`config.mk`:
```
export PLATFORM = sky130hd
export DESIGN_NAME = instr_seq_ctrl
export DESIGN_NICKNAME = d
export VERILOG_FILES = /design/src/rtl/instr_seq_pkg.sv /design/src/rtl/instr_seq_onehot.sv /design/src/rtl/instr_seq_counter.sv /design/src/rtl/instr_seq_regs.sv /design/src/rtl/instr_seq_ctrl.sv
export SDC_FILE = /design/constraint.sdc
export NUM_CORES = 1
export LEC_CHECK = 0
export ABC_CLOCK_PERIOD_IN_PS = 5300
export BUFFER_PORTS_ARGS = -buffer_cell sky130_fd_sc_hd__buf_2
export CELL_PAD_IN_SITES_DETAIL_PLACEMENT = 1
export CELL_PAD_IN_SITES_GLOBAL_PLACEMENT = 1
export CORE_ASPECT_RATIO = 0.75
export CORE_UTILIZATION = 37
export CTS_BUF_LIST = sky130_fd_sc_hd__clkbuf_4 sky130_fd_sc_hd__clkbuf_8 sky130_fd_sc_hd__clkbuf_16
export DETAILED_ROUTE_END_ITERATION = 16
export HOLD_SLACK_MARGIN = 0.1
export PLACE_DENSITY_LB_ADDON = 0.1
export SYNTH_ARGS = -nofsm -noshare
export SYNTH_HDL_FRONTEND = slang
export SYNTH_SLANG_ARGS = --single-unit
```
`constraint.sdc`:
```
create_clock -name clk -period 5.3 [get_ports clk]
set_input_delay 0.795 -clock clk [delete_from_list [all_inputs] [get_ports clk]]
set_output_delay 0.795 -clock clk [all_outputs]
set_load 0.01 [all_outputs]
```
`src/rtl/instr_seq_pkg.sv`:
```
package instr_seq_pkg;
  typedef enum logic [2:0] {
    SRC_NONE = 3'b000,
    SRC_PC   = 3'b010,
    SRC_IR   = 3'b101,
    SRC_MEM  = 3'b111
  } bus_src_e;
endpackage

```
`src/rtl/instr_seq_onehot.sv`:
```
module instr_seq_onehot #(
  parameter int unsigned W = 4
) (
  input  logic [W-1:0]        code,
  output logic [(1<<W)-1:0]   hot
);
  localparam int unsigned N = 1 << W;
  for (genvar k = 0; k < N; k++) begin : g_line
    assign hot[k] = (code == W'(k));
  end
endmodule

```
`src/rtl/instr_seq_counter.sv`:
```
module instr_seq_counter #(
  parameter int unsigned SCW = 4
) (
  input  logic           clk,
  input  logic           rst,
  input  logic           clr,
  input  logic           hold,
  output logic [SCW-1:0] sc
);
  function automatic logic [SCW-1:0] step_next(input logic [SCW-1:0] v);
    return v + SCW'(1);
  endfunction

  always_ff @(posedge clk) begin
    if (rst)       sc <= '0;
    else if (hold) sc <= sc;
    else if (clr)  sc <= '0;
    else           sc <= step_next(sc);
  end
endmodule

```
`src/rtl/instr_seq_regs.sv`:
```
module instr_seq_regs #(
  parameter int unsigned AW = 12,
  parameter int unsigned DW = 16,
  parameter int unsigned OPW = 3,
  parameter logic [AW-1:0] PC_RESET = '0
) (
  input  logic           clk,
  input  logic           rst,
  input  logic           hold,
  input  logic           ld_ar_pc,
  input  logic           ld_ir,
  input  logic           ld_dec,
  input  logic           ld_ind,
  input  logic [DW-1:0]  mem_rdata,
  output logic [AW-1:0]  pc,
  output logic [AW-1:0]  ar,
  output logic [DW-1:0]  ir,
  output logic           i_bit,
  output logic [OPW-1:0] op
);
  localparam int unsigned IBIT = DW - 1;
  localparam int unsigned OPHI = DW - 2;

  function automatic logic [AW-1:0] pc_inc(input logic [AW-1:0] v);
    return v + AW'(1);
  endfunction

  always_ff @(posedge clk) begin
    if (rst) begin
      pc    <= PC_RESET;
      ar    <= '0;
      ir    <= '0;
      i_bit <= 1'b0;
      op    <= '0;
    end else if (!hold) begin
      if (ld_ar_pc) ar <= pc;
      if (ld_ir) begin
        ir <= mem_rdata;
        pc <= pc_inc(pc);
      end
      if (ld_dec) begin
        ar    <= ir[AW-1:0];
        i_bit <= ir[IBIT];
        op    <= ir[OPHI -: OPW];
      end
      if (ld_ind) ar <= mem_rdata[AW-1:0];
    end
  end
endmodule

```
`src/rtl/instr_seq_ctrl.sv`:
```
module instr_seq_ctrl #(
  parameter int unsigned AW = 12,
  parameter int unsigned OPW = 3,
  parameter int unsigned SCW = 4,
  parameter int unsigned DW = 1 + OPW + AW,
  parameter logic [AW-1:0] PC_RESET = '0,
  parameter logic [(1<<OPW)-1:0] QUICK_MASK = 'b1000
) (
  input  logic                  clk,
  input  logic                  rst,
  input  logic [DW-1:0]         mem_rdata,
  input  logic                  exec_done,
  input  logic                  halt_req,
  output logic [AW-1:0]         mem_addr,
  output logic                  mem_we,
  output logic [2:0]            bus_sel,
  output logic [(1<<SCW)-1:0]   t_sig,
  output logic [(1<<OPW)-1:0]   d_sig,
  output logic                  exec_stb,
  output logic [AW-1:0]         pc_q,
  output logic [AW-1:0]         ar_q,
  output logic [DW-1:0]         ir_q,
  output logic                  i_flag
);
  import instr_seq_pkg::*;

  localparam int unsigned NT = 1 << SCW;
  localparam int unsigned ND = 1 << OPW;
  localparam logic [SCW-1:0] EXEC_FIRST = SCW'(4);

  logic [SCW-1:0] sc_q;
  logic [OPW-1:0] op_q;
  logic           halted_q;
  logic           freeze;
  logic           mem_ref;
  logic           ind_ld;
  logic           rr_clr;
  logic           quick_clr;
  logic           done_clr;
  logic           sc_clr;

  // halt latch: held until reset
  always_ff @(posedge clk) begin
    if (rst)           halted_q <= 1'b0;
    else if (halt_req) halted_q <= 1'b1;
  end

  assign freeze    = halted_q | halt_req;
  assign mem_ref   = ~d_sig[ND-1];
  assign ind_ld    = t_sig[3] & mem_ref & i_flag;
  assign rr_clr    = t_sig[3] & d_sig[ND-1];
  assign quick_clr = t_sig[4] & (|(d_sig & QUICK_MASK));
  assign done_clr  = exec_done & mem_ref & (sc_q >= EXEC_FIRST);
  assign sc_clr    = rr_clr | quick_clr | done_clr;

  instr_seq_counter #(.SCW(SCW)) u_counter (
    .clk  (clk),
    .rst  (rst),
    .clr  (sc_clr),
    .hold (freeze),
    .sc   (sc_q)
  );

  instr_seq_onehot #(.W(SCW)) u_tdec (
    .code (sc_q),
    .hot  (t_sig)
  );

  instr_seq_regs #(
    .AW(AW), .DW(DW), .OPW(OPW), .PC_RESET(PC_RESET)
  ) u_regs (
    .clk       (clk),
    .rst       (rst),
    .hold      (freeze),
    .ld_ar_pc  (t_sig[0]),
    .ld_ir     (t_sig[1]),
    .ld_dec    (t_sig[2]),
    .ld_ind    (ind_ld),
    .mem_rdata (mem_rdata),
    .pc        (pc_q),
    .ar        (ar_q),
    .ir        (ir_q),
    .i_bit     (i_flag),
    .op        (op_q)
  );

  instr_seq_onehot #(.W(OPW)) u_ddec (
    .code (op_q),
    .hot  (d_sig)
  );

  always_comb begin
    bus_src_e src;
    src = SRC_NONE;
    if (t_sig[0])      src = SRC_PC;
    else if (t_sig[1]) src = SRC_MEM;
    else if (t_sig[2]) src = SRC_IR;
    else if (ind_ld)   src = SRC_MEM;
    bus_sel = src;
  end

  assign exec_stb = t_sig[4] & mem_ref & ~halted_q;
  assign mem_addr = ar_q;
  assign mem_we   = 1'b0;
endmodule

```
**Word-level counts from Yosys, hierarchy flattened**

Cells that the tools add are included.

- Output and inout port bits: 82
- Bits in writable memories: 0
- Memories kept: 0
- Logic and storage cells: 60
- ROM bits: 0
- Bits in latches: 0
- Input port bits: 20
- Register bits after elaboration: 49

- Bitwise logic cells: 14
- Reductions and logical operators: 6
- Order comparisons: 1
- Div/mod/pow operators: 0
- Multiplexer cells: 8
- Shifts and indexed selects: 0
- Equal/unequal tests: 22
- $mul: 0
- Add/subtract/negate cells: 2

Operators with widths:

| kind | number |
|---|---|
| 12-bit two-way mux | 3 |
| 4-bit == test, second input constant | 8 |
| 4-bit by 3-bit == test with 1-bit output, second input constant | 4 |
| 12-bit by 1-bit adder with 12-bit output, second input constant | 1 |
| 3-bit == test, second input constant | 4 |
| 3-bit two-way mux | 4 |
| 1-bit AND | 8 |
| 4-bit by 2-bit == test with 1-bit output, second input constant | 2 |
| 3-bit by 2-bit == test with 1-bit output, second input constant | 2 |
| 2-bit AND reduction | 3 |
| 4-bit by 1-bit adder with 4-bit output, second input constant | 1 |
| 4-bit by 1-bit == test with 1-bit output, second input constant | 1 |
| 4-bit by 3-bit >= comparator with 1-bit output, second input constant | 1 |
| 4-bit zero test | 1 |
| 4-bit two-way mux | 1 |
| 3-bit by 1-bit == test with 1-bit output, second input constant | 1 |
| 3-bit zero test | 1 |
| 1-bit NOT | 3 |
| 1-bit bitwise OR | 3 |
| 3-bit nonzero test | 1 |

**Depth between registers and ports, before layout**

Gate-level depths: netlist of the first run.

- Depth in word-level cells: 8
- Mapped depth: 8
- Depth with buffers taken out: 6

**Cells and area by module**

A second synthesis of the first run with hierarchy kept.

- Cell total of the unflattened synthesis: 295
- Area total of the unflattened synthesis: 2,602.5 um^2

Modules (own cells, without submodules):

| module | sequential area each (um^2) | instances | cells an instance | area an instance (um^2) |
|---|---|---|---|---|
| instr_seq_regs | 880.8 | 1 | 219 | 1,918.1 |
| instr_seq_onehot (u_tdec) | 0.0 | 1 | 20 | 226.5 |
| instr_seq_ctrl | 20.0 | 1 | 28 | 217.7 |
| instr_seq_counter | 80.1 | 1 | 20 | 175.2 |
| instr_seq_onehot (u_ddec) | 0.0 | 1 | 8 | 65.1 |

**Worst setup path after synthesis of the first run**

Ideal clock, no wire load.

- Kind: reg2out
- From: register u_counter.sc[1]
- To: output port bus_sel[2]
- Data required time: 4.505 ns
- Cell stages (with the launch flop): 7
- Slack: 2.925 ns
- Arrival time: 1.580 ns
- Path buffers: 2
- Cells stage by stage: dfxtp_1 -> inv_1 -> ha_1 -> clkbuf_1 -> a311oi_1 -> nor4_1 -> buf_4

- Longest elaborated chain between the ends: 7
- Elaborated cells on any way between the ends: 10
- Those cells by class: eq/ne: 3; mux: 4; bitwise: 2; reduce/logical: 1

RTL lines:

| element | RTL line | RTL |
|---|---|---|
| from (decl) | instr_seq_counter.sv:8 | `output logic [SCW-1:0] sc` |
| from (signal assigned) | instr_seq_counter.sv:18 | `else sc <= step_next(sc);` |
| 4-bit by 2-bit == test with 1-bit output | instr_seq_onehot.sv:9 | `assign hot[k] = (code == W'(k));` |
| 1-bit AND (2 in series) | instr_seq_ctrl.sv:50 | `assign ind_ld = t_sig[3] & mem_ref & i_flag;` |
| 3-bit two-way mux | instr_seq_ctrl.sv:98 | `else if (ind_ld) src = SRC_MEM;` |
| 3-bit two-way mux | instr_seq_ctrl.sv:97 | `else if (t_sig[2]) src = SRC_IR;` |
| 3-bit two-way mux | instr_seq_ctrl.sv:96 | `else if (t_sig[1]) src = SRC_MEM;` |
| 3-bit two-way mux (*) | instr_seq_ctrl.sv:95 | `if (t_sig[0]) src = SRC_PC;` |
| to (decl) | instr_seq_ctrl.sv:16 | `output logic [2:0] bus_sel,` |

Every way passes the cells marked *; elsewhere a longest branch is shown, timed or not.

**Worst setup path after layout of the first run**

- From: register u_counter.sc[2]
- To: output port bus_sel[1]

The elaborated chain is that of the path after synthesis.

==> results of run 1 <==
==> final timing paths <==
check                                startpoint           end  slack (ns)  cells after the start
worst max-delay path            u_counter.sc[2]    bus_sel[1]        1.98                      4
worst min-delay path               u_regs.ir[7]  u_regs.ir[7]        0.47                      2
worst max register to register  u_counter.sc[2]  u_regs.pc[0]        2.84                      4
worst min register to register     u_regs.ir[7]  u_regs.ir[7]        0.47                      2
==> worst min-delay path: cells and delay by family (launching register included) <==
| family | cells | cell delay, ns |
|---|---|---|
| AO/OA/AOI/OAI | 1 | 0.06 |
| flip-flops | 1 | 0.33 |
| AND/OR/NAND/NOR | 1 | 0.05 |
==> stage by stage <==
stage | setup slack (ns) | cells | power, mW | area, sq um
after detailed placement | 2.254 | 448 | 0.4566 | 2969
after global routing | 1.686 | 455 | 0.7122 | 3059
after CTS | 1.922 | 455 | 0.6887 | 3059
final | 1.981 | 455 | 0.6795 | 3059
after floorplan | 2.925 | 301 | 0.4310 | 2556
after global placement | 2.394 | 448 | 0.4550 | 2969
==> logic make-up (layout without fill, tap and decap cells) <==
kind of cell               count (synthesis)  count (layout)
and+or+nand+nor                          120             120
AOI/OAI and AO/OA                         56              56
DFF                                       49              49
buffers and inverters                     41             114
muxes                                     24              24
adders and majority gates                  5               5
xor gates and xnor gates                   5               5
other                                      1               1
==> cell usage after synthesis (2+ instances only) <==
cell type	number	area [sq um]
xor2_1	2	17.52
nand3_1	11	55.05
or4_1	2	15.01
or3_1	4	25.02
and3b_1	3	26.28
dfxtp_1	49	980.9
and3_1	5	31.28
o31ai_1	2	15.01
nor3b_1	5	37.54
o21ai_0	6	30.03
xnor2_1	3	26.28
a21oi_1	31	155.2
o2bb2ai_1	12	105.1
clkbuf_1	11	41.29
inv_1	5	18.77
ha_1	5	62.56
nor2_1	12	45.04
buf_4	17	127.6
nor2b_1	3	18.77
nand2_1	48	180.2
mux2i_1	12	120.1
buf_2	8	40.04
mux2_2	12	135.1
and2_1	11	68.82
nand4_1	8	50.05
==> power by group <==
group          switching [mW]  internal [mW]  leakage (nW)  total [mW]
sequential            0.00597          0.374         0.396       0.380
clock                   0.129          0.103        0.0433       0.232
combinational          0.0431         0.0244          1.04      0.0675
total                   0.178          0.501          1.48       0.679
==> layer usage <==
metal / track usage [%] / up-vias / part of all wire (%)
li1: - / 1175 / -
met1: 27.32 / 1135 / 50
met2: 32.71 / 67 / 43
met3: 4.793 / 8 / 5.5
met4: 6.566 / 0 / 1.1
met5: 0 / - / 0
==> flip-flops by register name, indices dropped and copies added, names as in the netlist <==
| signal | count |
|---|---|
| halted_q | 1 |
| u_counter.sc | 4 |
| u_regs.ar | 12 |
| u_regs.i_bit | 1 |
| u_regs.ir | 16 |
| u_regs.op | 3 |
| u_regs.pc | 12 |
==> final cells by class <==
cell class,instances,share of cell area (%)
clock buffers,6,2.699
flip-flops and latches,49,32.07
multi-input cells,211,44.21
repair buffers,102,16.85
clock inverters,1,0.2454
inverters,5,0.6135
well taps,81,3.313
==> results.md, run 1 <==
- CP peak stage delay: about 0.80 ns
- Router iterations before antenna repair: 11
- CTS sink count: 49
- Io pins: a little over 100
- Worst Tran Pin Value: roughly 1.1 ns
- # DRC: 8
- Area of the multi-input gates: between 0.001 and 0.0015 sq mm
- Synth unique cells: 39
- Total wire length: 7045 um
- VDD IR max: 0.09374 mV
- Final ANT Viol Nets: 0
- Vias: roughly 2,400
- Final #Nets: ~400
- Final setup viols: 0
- Die Width: 97.98 um
- Buffers on Ports: 100
- Detailed Route Iter0 Violations: 57
- Leakage power: between 1 and 1.5 nW
- Commonest non-fill, non-tap cell in the layout: buf_2
- Crit Path Max Fanout: 16
- Htree depth: 2
- HPWL Detailed: ~5000 um
- Core Util, Final: 47.25%
- Max-Cap Viols: 0
- Clock slew at reported path FFs: 0.09 ns
- CTS Root Cell: clkbuf_8
- Register Area: roughly 980 sq um
- CP cell instances: nor2_1 > nand4_1 > o21ai_0 > buf_2
- Clock Tree Buf Depth: 2
- Failing checks: design-rule violations
- Slew Limit Fails: 0
- Yosys reg bits: 49
- First-pass GRT wire length: around 12,000 um
- Share of layout cells above drive strength 1: roughly 33%
- Routed len/inst: 15.48 um
- Largest net degree at the start of global routing: 40
- Syn_nets: ~330
- Synth warn: 0
- Clock skew: just under 0.01 ns
- Post-synthesis compound-gate area fraction: a little over an eighth
- Die Y-Extent: around 74 um
- Remaining global-route overflow: 0
- TritonCTS buffer count: 5
- Vias per cell: 5.242
- Post-synthesis simple-gate area fraction: 24.87%
- # rows: 25
- Area Growth Syn to Fin: 19.68%
- Number of synthesized flops with an enable pin: 0
- Main synth FF type: dfxtp_1
- Outcome: complete, but fails checks
- Hold buffer count at cts: 0
- Buffers and inverters on the worst path: 1
- TNS Setup: 0 ns
- Main combinational cell family by area after synthesis: simple AND/OR/NAND/NOR gates
- CP Launch Type: register
- WP data required: approximately 4.5 ns
- Initial core utilization: between 30% and 40%
- Mapped Cells: about 300
- Antenna violations before repair: 0
- Syn_area_per_cell: 8.492 sq um
- Fill count: ~800
- Setup bufs post-CTS: 0
- Max_slew headroom: between 20% and 30%
- Post-synthesis mux area share: under 10%
- Crit-path slowest cell: nand4_1
- Critical Path AT: ~2.5 ns
- Hold WS: approximately 0.47 ns
- Min Clock Period, post-route: between 3 and 4 ns
- Asr flop ratio synth: 0%
- Final hold viol count: 0
- PwrDens: ~220 mW/mm^2
- Fmax: about 300 MHz
- Synth Area in Adders: around 2.4%
- GRT Util Overall: 20.33%
- Tcrit/Tclk final: between 60% and 70%
- Unrepaired setup endpoints after global routing: false
- Synthesized cell area: between 0.002 and 0.003 sq mm
- Die ar.: between 0.007 and 0.008 sq mm
- Critical Path End Type: primary output
- Core Area: roughly 0.0065 sq mm
- Post-CTS resize count: 0
- Most frequent cells in the layout: 100 x buf_2, 49 x dfxtp_1, 48 x nand2_1
- Setup CP Type: register to primary output
- RePlAce Congestion: ~0.8
- Post-synthesis xor/xnor area fraction: 1.713%
- Largest delay share family, worst path: simple AND/OR/NAND/NOR gates
- CTS tree: built
- Vias in the first global route: between 2,000 and 2,500
- Worst hold path type: register to register
- Ant diodes: 0
- Sequential fraction of the synthesis area: between 30% and 40%
- Clock latency at the later pin of the worst-skew pair: 0.31 ns
Note: power is estimated with default switching activity, not from simulation.
==> run 2: changes to the inputs <==
--- a/config.mk
+++ b/config.mk
@@ -5,12 +5,13 @@
 export SDC_FILE = /design/constraint.sdc
 export NUM_CORES = 1
 export LEC_CHECK = 0
-export ABC_CLOCK_PERIOD_IN_PS = 5300
+export ABC_AREA = 1
+export ABC_CLOCK_PERIOD_IN_PS = 3410
 export BUFFER_PORTS_ARGS = -buffer_cell sky130_fd_sc_hd__buf_2
 export CELL_PAD_IN_SITES_DETAIL_PLACEMENT = 1
 export CELL_PAD_IN_SITES_GLOBAL_PLACEMENT = 1
 export CORE_ASPECT_RATIO = 0.75
-export CORE_UTILIZATION = 37
+export CORE_UTILIZATION = 33
 export CTS_BUF_LIST = sky130_fd_sc_hd__clkbuf_4 sky130_fd_sc_hd__clkbuf_8 sky130_fd_sc_hd__clkbuf_16
 export DETAILED_ROUTE_END_ITERATION = 16
 export HOLD_SLACK_MARGIN = 0.1
==> constraint.sdc (replaced) <==
create_clock -name clk -period 3.41 [get_ports clk]
set_input_delay 0.5115 -clock clk [delete_from_list [all_inputs] [get_ports clk]]
set_output_delay 0.5115 -clock clk [all_outputs]
set_load 0.01 [all_outputs]
==> run 2 against run 1 <==
Against the previous run: the flow now finishes without violations; via count grew 19%; die area increased by 20%; setup slack got worse by 1.0 ns; largest power group unchanged.
==> results.md, run 2 <==
- Clock skew: 0.01013 ns (+0.0003976 ns)
- GRT Util Overall: 19.74% (-0.59 points)
- Worst Tran Pin Value: 0.5732 ns (-0.5628 ns)
- PwrDens: 362.6 mW/mm^2 (+63%)
- Vias in the first global route: 2,689 (+18%)
- Htree depth: 2 (unchanged)
- Outcome: finished clean
- Syn_nets: 451 (+38%)
- Detailed Route Iter0 Violations: 101 (+77%)
- Synth top cells by count: 114 x nand2_1, 61 x nor2_1, 58 x inv_1
- Tcrit/Tclk final: 72.14%
- Hold buffer count at cts: 0 (unchanged)
- Max_slew headroom: 61.73% (+38 points)
- Clock slew at reported path FFs: 0.10 ns (about the same)
- Io pins: 102 (unchanged)
- Most frequent cells in the layout: 114 x nand2_1, 100 x buf_2, 61 x nor2_1
- Synth unique cells: 28 (-28%)
- Crit Path Max Fanout: 15 (-1)
- CTS sink count: 49 (unchanged)
- Slew Limit Fails: 0 (unchanged)
- Final setup viols: 0 (unchanged)
- Initial core utilization: 34.35% (-5.1 points)
- Post-synth top area share: 35.75% (-2.6 points)
- Antenna violations before repair: 0 (unchanged)
- Die ar.: 0.008687 sq mm (+20%)
- CTS Root Cell: clkbuf_8
- Unrepaired setup endpoints after global routing: false
- Vias: 2,827 (+19%)
- Total wire length: 8375 um (+19%)
- Die Width: 107.3 um (+9.5%)
- Cell area after layout: 0.003262 sq mm (+6.6%)
- # rows: 28 (+12%)
- Ant diodes: 0 (unchanged)
- Router iterations before antenna repair: 4 (-7)
- Fill count: 1,103 (+38%)
- Critical Path End Type: primary output
- Largest net degree at the start of global routing: 36 (-10%)
- First-pass GRT wire length: 13,570 um (+18%)
- Fmax: a little over 400 MHz
- Clock Tree Buf Depth: 2 (unchanged)
- Number of synthesized flops with an enable pin: 0 (unchanged)
- Top flop regs: u_regs.ir (16), u_regs.ar (12), u_regs.pc (12)
- Hold WS: 0.4308 ns (-0.04408 ns)
- Post-synth top area cell: dfxtp_1
- Buffers on Ports: 100 (unchanged)
- Vias per cell: 4.650 (-11%)
- Syn_area_per_cell: 6.441 sq um (-24%)
- Commonest non-fill, non-tap cell in the layout: nand2_1
- CP peak stage delay: 0.41 ns (-0.39 ns)
- Worst hold path type: primary input to register
- TNS Setup: 0 ns (unchanged)
- Yosys reg bits: 49 (unchanged)
- DP Area: 0.003171 sq mm (+6.8%)
- VDD IR max: 0.1608 mV (+72%)
- Crit-path slowest cell: dfxtp_1
- Synth warn: 0 (unchanged)
- # DRC: 0 (-8)
- Share of layout cells above drive strength 1: 24.45% (-9.0 points)
- Core Area: 0.007988 sq mm (+23%)
- RePlAce Congestion: 0.7859 (-2.8%)
- Asr flop ratio synth: 0% (unchanged)
- Biggest register: u_regs.ir
- Ranking of synthesized cells by area: dfxtp_1 36%, nand2_1 16%, nor2_1 8.3%
- Remaining global-route overflow: 0 (unchanged)
- Die Y-Extent: 80.97 um (+9.4%)
- WP data required: 2.90 ns (-1.61 ns)
- Final #Nets: 527 (+32%)
- Area Growth Syn to Fin: 18.88%
- Setup CP Type: register to primary output
- Leakage power: 1.677 nW (+13%)
- Final hold viol count: 0 (unchanged)
- Top-count cell post-synth: nand2_1
- Clock latency at the later pin of the worst-skew pair: 0.30 ns (about the same)
- Final ANT Viol Nets: 0 (unchanged)
- Main synth FF type: dfxtp_1
- Synthesized cell area: 0.002744 sq mm (+7.3%)
- CP cell instances: ha_1 > nand4_4 > inv_2 > o31ai_1 > inv_1 > buf_2
- HPWL Detailed: 6421 um (+28%)
- CTS tree: built
- Mapped Cells: 426 (+42%)
- Min Clock Period, post-route: between 2 and 2.5 ns
- Setup bufs post-CTS: 0 (unchanged)
- Overall Power: 1.183 mW (+74%)
- Sequential fraction of the synthesis area: 35.75% (-2.6 points)
- Max-Cap Viols: 0 (unchanged)
- TritonCTS buffer count: 5 (unchanged)
- Largest register FFs: 16 (unchanged)
- Post-CTS resize count: 0 (unchanged)
- CP Launch Type: register
- Routed len/inst: 13.77 um (-11%)
- Critical Path AT: 1.95 ns (-0.57 ns)
[run 2: changes by cell type after synthesis, moves of 12 or more]
cell	before	now
mux2i_1	12	0
mux2_2	12	0
nor2_1	12	61
o2bb2ai_1	12	0
nand2_1	48	114
inv_1	5	58
o21ai_0	6	30
[run 2: kinds of logic after synthesis]
family / count (synthesis) / synth area share [%]
xor gates and xnor gates: 1 / 0.3193
adders and majority gates: 5 / 2.280
buffers and inverters: 93 / 16.10
and+or+nand+nor: 209 / 32.56
DFF: 49 / 35.75
AOI/OAI and AO/OA: 68 / 12.86
other: 1 / 0.1367
[run 2: worst max-delay path: cells and delay by family (launching register included)]
kind	cells	cell delay (ns)
simple gates	1	0.29
compound gates	1	0.10
buf+inv	3	0.51
flops	1	0.41
fa+ha+maj	1	0.34
[run 2: worst paths after layout]
check / start / end / slack [ns] / depth (start not counted)
worst max-delay path: u_counter.sc[1] / bus_sel[2] / 0.95 / 6
worst min-delay path: mem_rdata[13] / u_regs.ir[13] / 0.43 / 3
worst max register to register: u_counter.sc[2] / u_regs.ir[3] / 1.53 / 6
worst min register to register: u_regs.ir[11] / u_regs.ir[11] / 0.48 / 2
[run 2: stage by stage]
| stage | setup slack [ns] | instances | util [%] |
|---|---|---|---|
| global placement | 1.308 | 600 | 39.69 |
| global route | 0.7921 | 608 | 40.84 |
| finish | 0.9500 | 608 | 40.84 |
| floorplan | 1.549 | 426 | - |
| detailed placement | 1.264 | 600 | 39.69 |
| CTS | 0.9242 | 608 | 40.84 |
[run 2: metal layers]
layer  wire length, um  GRT usage, %
met1              4391         28.59
met2              3706         31.48
met3               257         3.050
met4                20         2.877
met5                 0             0
[run 2: power breakdown]
part           internal [mW]  total, mW  switching (mW)  leakage [nW]
clock                  0.153      0.358           0.205        0.0408
sequential             0.600      0.620          0.0199         0.399
combinational         0.0733      0.204           0.131          1.24
[run 2: cell type report]
| cell class | instances | area [sq um] | area share, % |
|---|---|---|---|
| clock inverter | 2 | 15.01 | 0.4603 |
| inverter | 61 | 229.0 | 7.020 |
| tap | 105 | 131.4 | 4.028 |
| sequential | 49 | 980.9 | 30.07 |
| timing repair buffer | 101 | 508.0 | 15.57 |
| clock buffer | 6 | 76.32 | 2.340 |
| multi-input combinational | 284 | 1321 | 40.51 |
==> run 3: changes to the inputs <==
--- a/config.mk
+++ b/config.mk
@@ -6,12 +6,12 @@
 export NUM_CORES = 1
 export LEC_CHECK = 0
 export ABC_AREA = 1
-export ABC_CLOCK_PERIOD_IN_PS = 3410
+export ABC_CLOCK_PERIOD_IN_PS = 2200
 export BUFFER_PORTS_ARGS = -buffer_cell sky130_fd_sc_hd__buf_2
 export CELL_PAD_IN_SITES_DETAIL_PLACEMENT = 1
 export CELL_PAD_IN_SITES_GLOBAL_PLACEMENT = 1
 export CORE_ASPECT_RATIO = 0.75
-export CORE_UTILIZATION = 33
+export CORE_UTILIZATION = 30
 export CTS_BUF_LIST = sky130_fd_sc_hd__clkbuf_4 sky130_fd_sc_hd__clkbuf_8 sky130_fd_sc_hd__clkbuf_16
 export DETAILED_ROUTE_END_ITERATION = 16
 export HOLD_SLACK_MARGIN = 0.1
==> constraint.sdc (replaced) <==
create_clock -name clk -period 2.2 [get_ports clk]
set_input_delay 0.33 -clock clk [delete_from_list [all_inputs] [get_ports clk]]
set_output_delay 0.33 -clock clk [all_outputs]
set_load 0.01 [all_outputs]
==> run 3 against run 2 <==
Against the previous run: non-clock buffer count grew 5; setup slack got worse by 0.74 ns; flip-flop and latch count unchanged; largest cell class unchanged.
==> results.md, run 3 (synthesis results as in run 2) <==
- Critical Path AT: 1.66 ns (-0.29 ns)
- Worst Tran Pin Value: 0.5609 ns (-0.01229 ns)
- Die Y-Extent: 84.83 um (+4.8%)
- Buffers on Ports: 100 (unchanged)
- PwrDens: 645.3 mW/mm^2 (+78%)
- Detailed Route Iter0 Violations: 77 (-24%)
- Switching Fraction: 26.85% (-3.2 points)
- Die Width: 112.4 um (+4.8%)
- Setup CP Type: register to primary output
- Largest net degree at the start of global routing: 36 (unchanged)
- Max_slew headroom: 62.55% (+0.82 points)
- Slew Limit Fails: 0 (unchanged)
- Io pins: 102 (unchanged)
- Fmax: 503.0 MHz
- Largest delay share family, worst path: buffers and inverters
- # rows: 29 (+3.6%)
- Final ANT Viol Nets: 0 (unchanged)
- CTS sink count: 49 (unchanged)
- Most frequent cells in the layout: 114 x nand2_1, 100 x buf_2, 61 x nor2_1
- Clock latency at the later pin of the worst-skew pair: 0.29 ns (about the same)
- Cell area after layout: 0.003396 sq mm (+4.1%)
- CTS tree: built
- Clock Tree Buf Depth: 2 (unchanged)
- TNS Setup: 0 ns (unchanged)
- Final setup viols: 0 (unchanged)
- Clock slew at reported path FFs: 0.07 ns (-0.03 ns)
- CP cell instances: inv_1 > ha_1 > nand2_4 > inv_1 > o31ai_1 > inv_1 > buf_2
- CTS Root Cell: clkbuf_16
- Initial core utilization: 31.64% (-2.7 points)
- CP peak stage delay: 0.38 ns (-0.03 ns)
- Max-Cap Viols: 0 (unchanged)
- Core Area: 0.008672 sq mm (+8.6%)
- DP Area: 0.003224 sq mm (+1.7%)
- Internal: 1.603 mW (+94%)
- Most used cell, CP: inv_1
- TritonCTS buffer count: 5 (unchanged)
- VDD IR max: 0.2337 mV (+45%)
- Crit-path slowest cell: dfxtp_1
- Share of layout cells above drive strength 1: 25.20% (+0.74 points)
- CP Launch Type: register
- Crit Path Max Fanout: 5 (-10)
- Vias in the first global route: 2,836 (+5.5%)
- Hold buffer count at cts: 0 (unchanged)
- Vias: 2,830 (+0.11%)
- RePlAce Congestion: 0.8275 (+5.3%)
- Fill count: 1,156 (+4.8%)
- Clock skew: 0.008257 ns (-0.001874 ns)
- Remaining global-route overflow: 0 (unchanged)
- WP data required: 1.87 ns (-1.03 ns)
- GRT Util Overall: 18.43% (-1.3 points)
- Vias per cell: 4.594 (-1.2%)
- Top flop regs: u_regs.ir (16), u_regs.ar (12), u_regs.pc (12)
- Post-CTS resize count: 0 (unchanged)
- Die ar.: 0.009537 sq mm (+9.8%)
- First-pass GRT wire length: 13,950 um (+2.8%)
- Biggest register: u_regs.ir
- # DRC: 0 (unchanged)
- Router iterations before antenna repair: 4 (unchanged)
- Clock share of power: 41.4% (+11 points)
- Outcome: finished clean
- Unrepaired setup endpoints after global routing: false
- Critical Path End Type: primary output
- Htree depth: 2 (unchanged)
- Routed len/inst: 13.57 um (-1.5%)
- Min Clock Period, post-route: 1.988 ns
- Setup bufs post-CTS: 0 (unchanged)
- Overall Power: 2.191 mW (+85%)
- Final hold viol count: 0 (unchanged)
- Antenna violations before repair: 0 (unchanged)
- Area of the multi-input gates: 0.001321 sq mm (unchanged)
- NetSw: 0.5883 mW (+65%)
- Area Growth Syn to Fin: 23.76%
- HPWL Detailed: 6451 um (+0.47%)
- Commonest non-fill, non-tap cell in the layout: nand2_1
- Sequential Power Share: 43.9% (-8.5 points)
- Largest register FFs: 16 (unchanged)
- Tcrit/Tclk final: around nine tenths
- Buffers and inverters on the worst path: 4 (+1)
- Worst hold path type: primary input to register
- Final #Nets: 532 (+0.95%)
- Ant diodes: 0 (unchanged)
- Share of power burned in combinational logic: 14.7% (-2.6 points)
- Total wire length: 8358 um (-0.20%)
- Leakage power: 1.750 nW (+4.3%)
- Register Area: 980.9 sq um (unchanged)
[run 3: cell count changes in the layout (fill, tap and decap cells not counted), sizes merged]
| cell | previous run | this run |
|---|---|---|
| buf | 101 | 106 |
| clkinvlp | 2 | 0 |
| bufinv | 0 | 1 |
| clkinv | 0 | 1 |
[run 3: path summary, 6_finish.rpt]
check,cells after the start,slack [ns],start,to
setup / recovery,7,0.21,u_counter.sc[0],bus_sel[0]
hold / removal,3,0.26,mem_rdata[14],u_regs.ir[14]
setup reg to reg,7,0.45,u_counter.sc[1],u_regs.ir[8]
hold reg to reg,2,0.48,u_regs.ir[4],u_regs.ir[4]
[run 3: cell type report]
class | count | area share [%]
multi-input combinational | 284 | 38.91
tap | 108 | 3.979
inverter | 61 | 6.743
timing repair buffer | 106 | 16.43
clock buffer | 6 | 3.906
clock inverter | 2 | 1.142
sequential | 49 | 28.89
[run 3: through the flow]
step / hold WS [ns] / setup slack (ns) / instances / utilization (%)
after detailed placement: 0.4691 / 0.4596 / 608 / 37.18
after global routing: 0.2822 / 0.05767 / 616 / 39.16
after global placement: 0.4580 / 0.5405 / 608 / 37.18
after floorplan: 0.4649 / 0.5209 / 426 / -
final: 0.2608 / 0.2119 / 616 / 39.16
after CTS: 0.2602 / 0.1967 / 616 / 39.16
[run 3: worst min-delay path: cells and delay by family]
family / cells / cell delay [ns]
buffers and inverters: 1 / 0.08
and+or+nand+nor: 2 / 0.11
[run 3: power by group through the flow]
stage / combinational (mW) / sequential [mW] / clock (mW)
2_1_floorplan: 0.214 / 0.998 / 0
3_3_place_gp: 0.321 / 0.980 / 0
3_5_place_dp: 0.327 / 0.984 / 0
4_1_cts: 0.329 / 0.963 / 0.931
5_1_grt: 0.364 / 0.968 / 0.972
6_report: 0.322 / 0.962 / 0.907
[run 3: layer usage]
| metal | vias up | global-route usage (%) | wire length (um) |
|---|---|---|---|
| met5 | - | 0 | 0 |
| met1 | 1305 | 25.43 | 4306 |
| li1 | 1464 | - | - |
| met3 | 7 | 3.857 | 326 |
| met2 | 54 | 29.93 | 3668 |
| met4 | 0 | 3.636 | 56 |
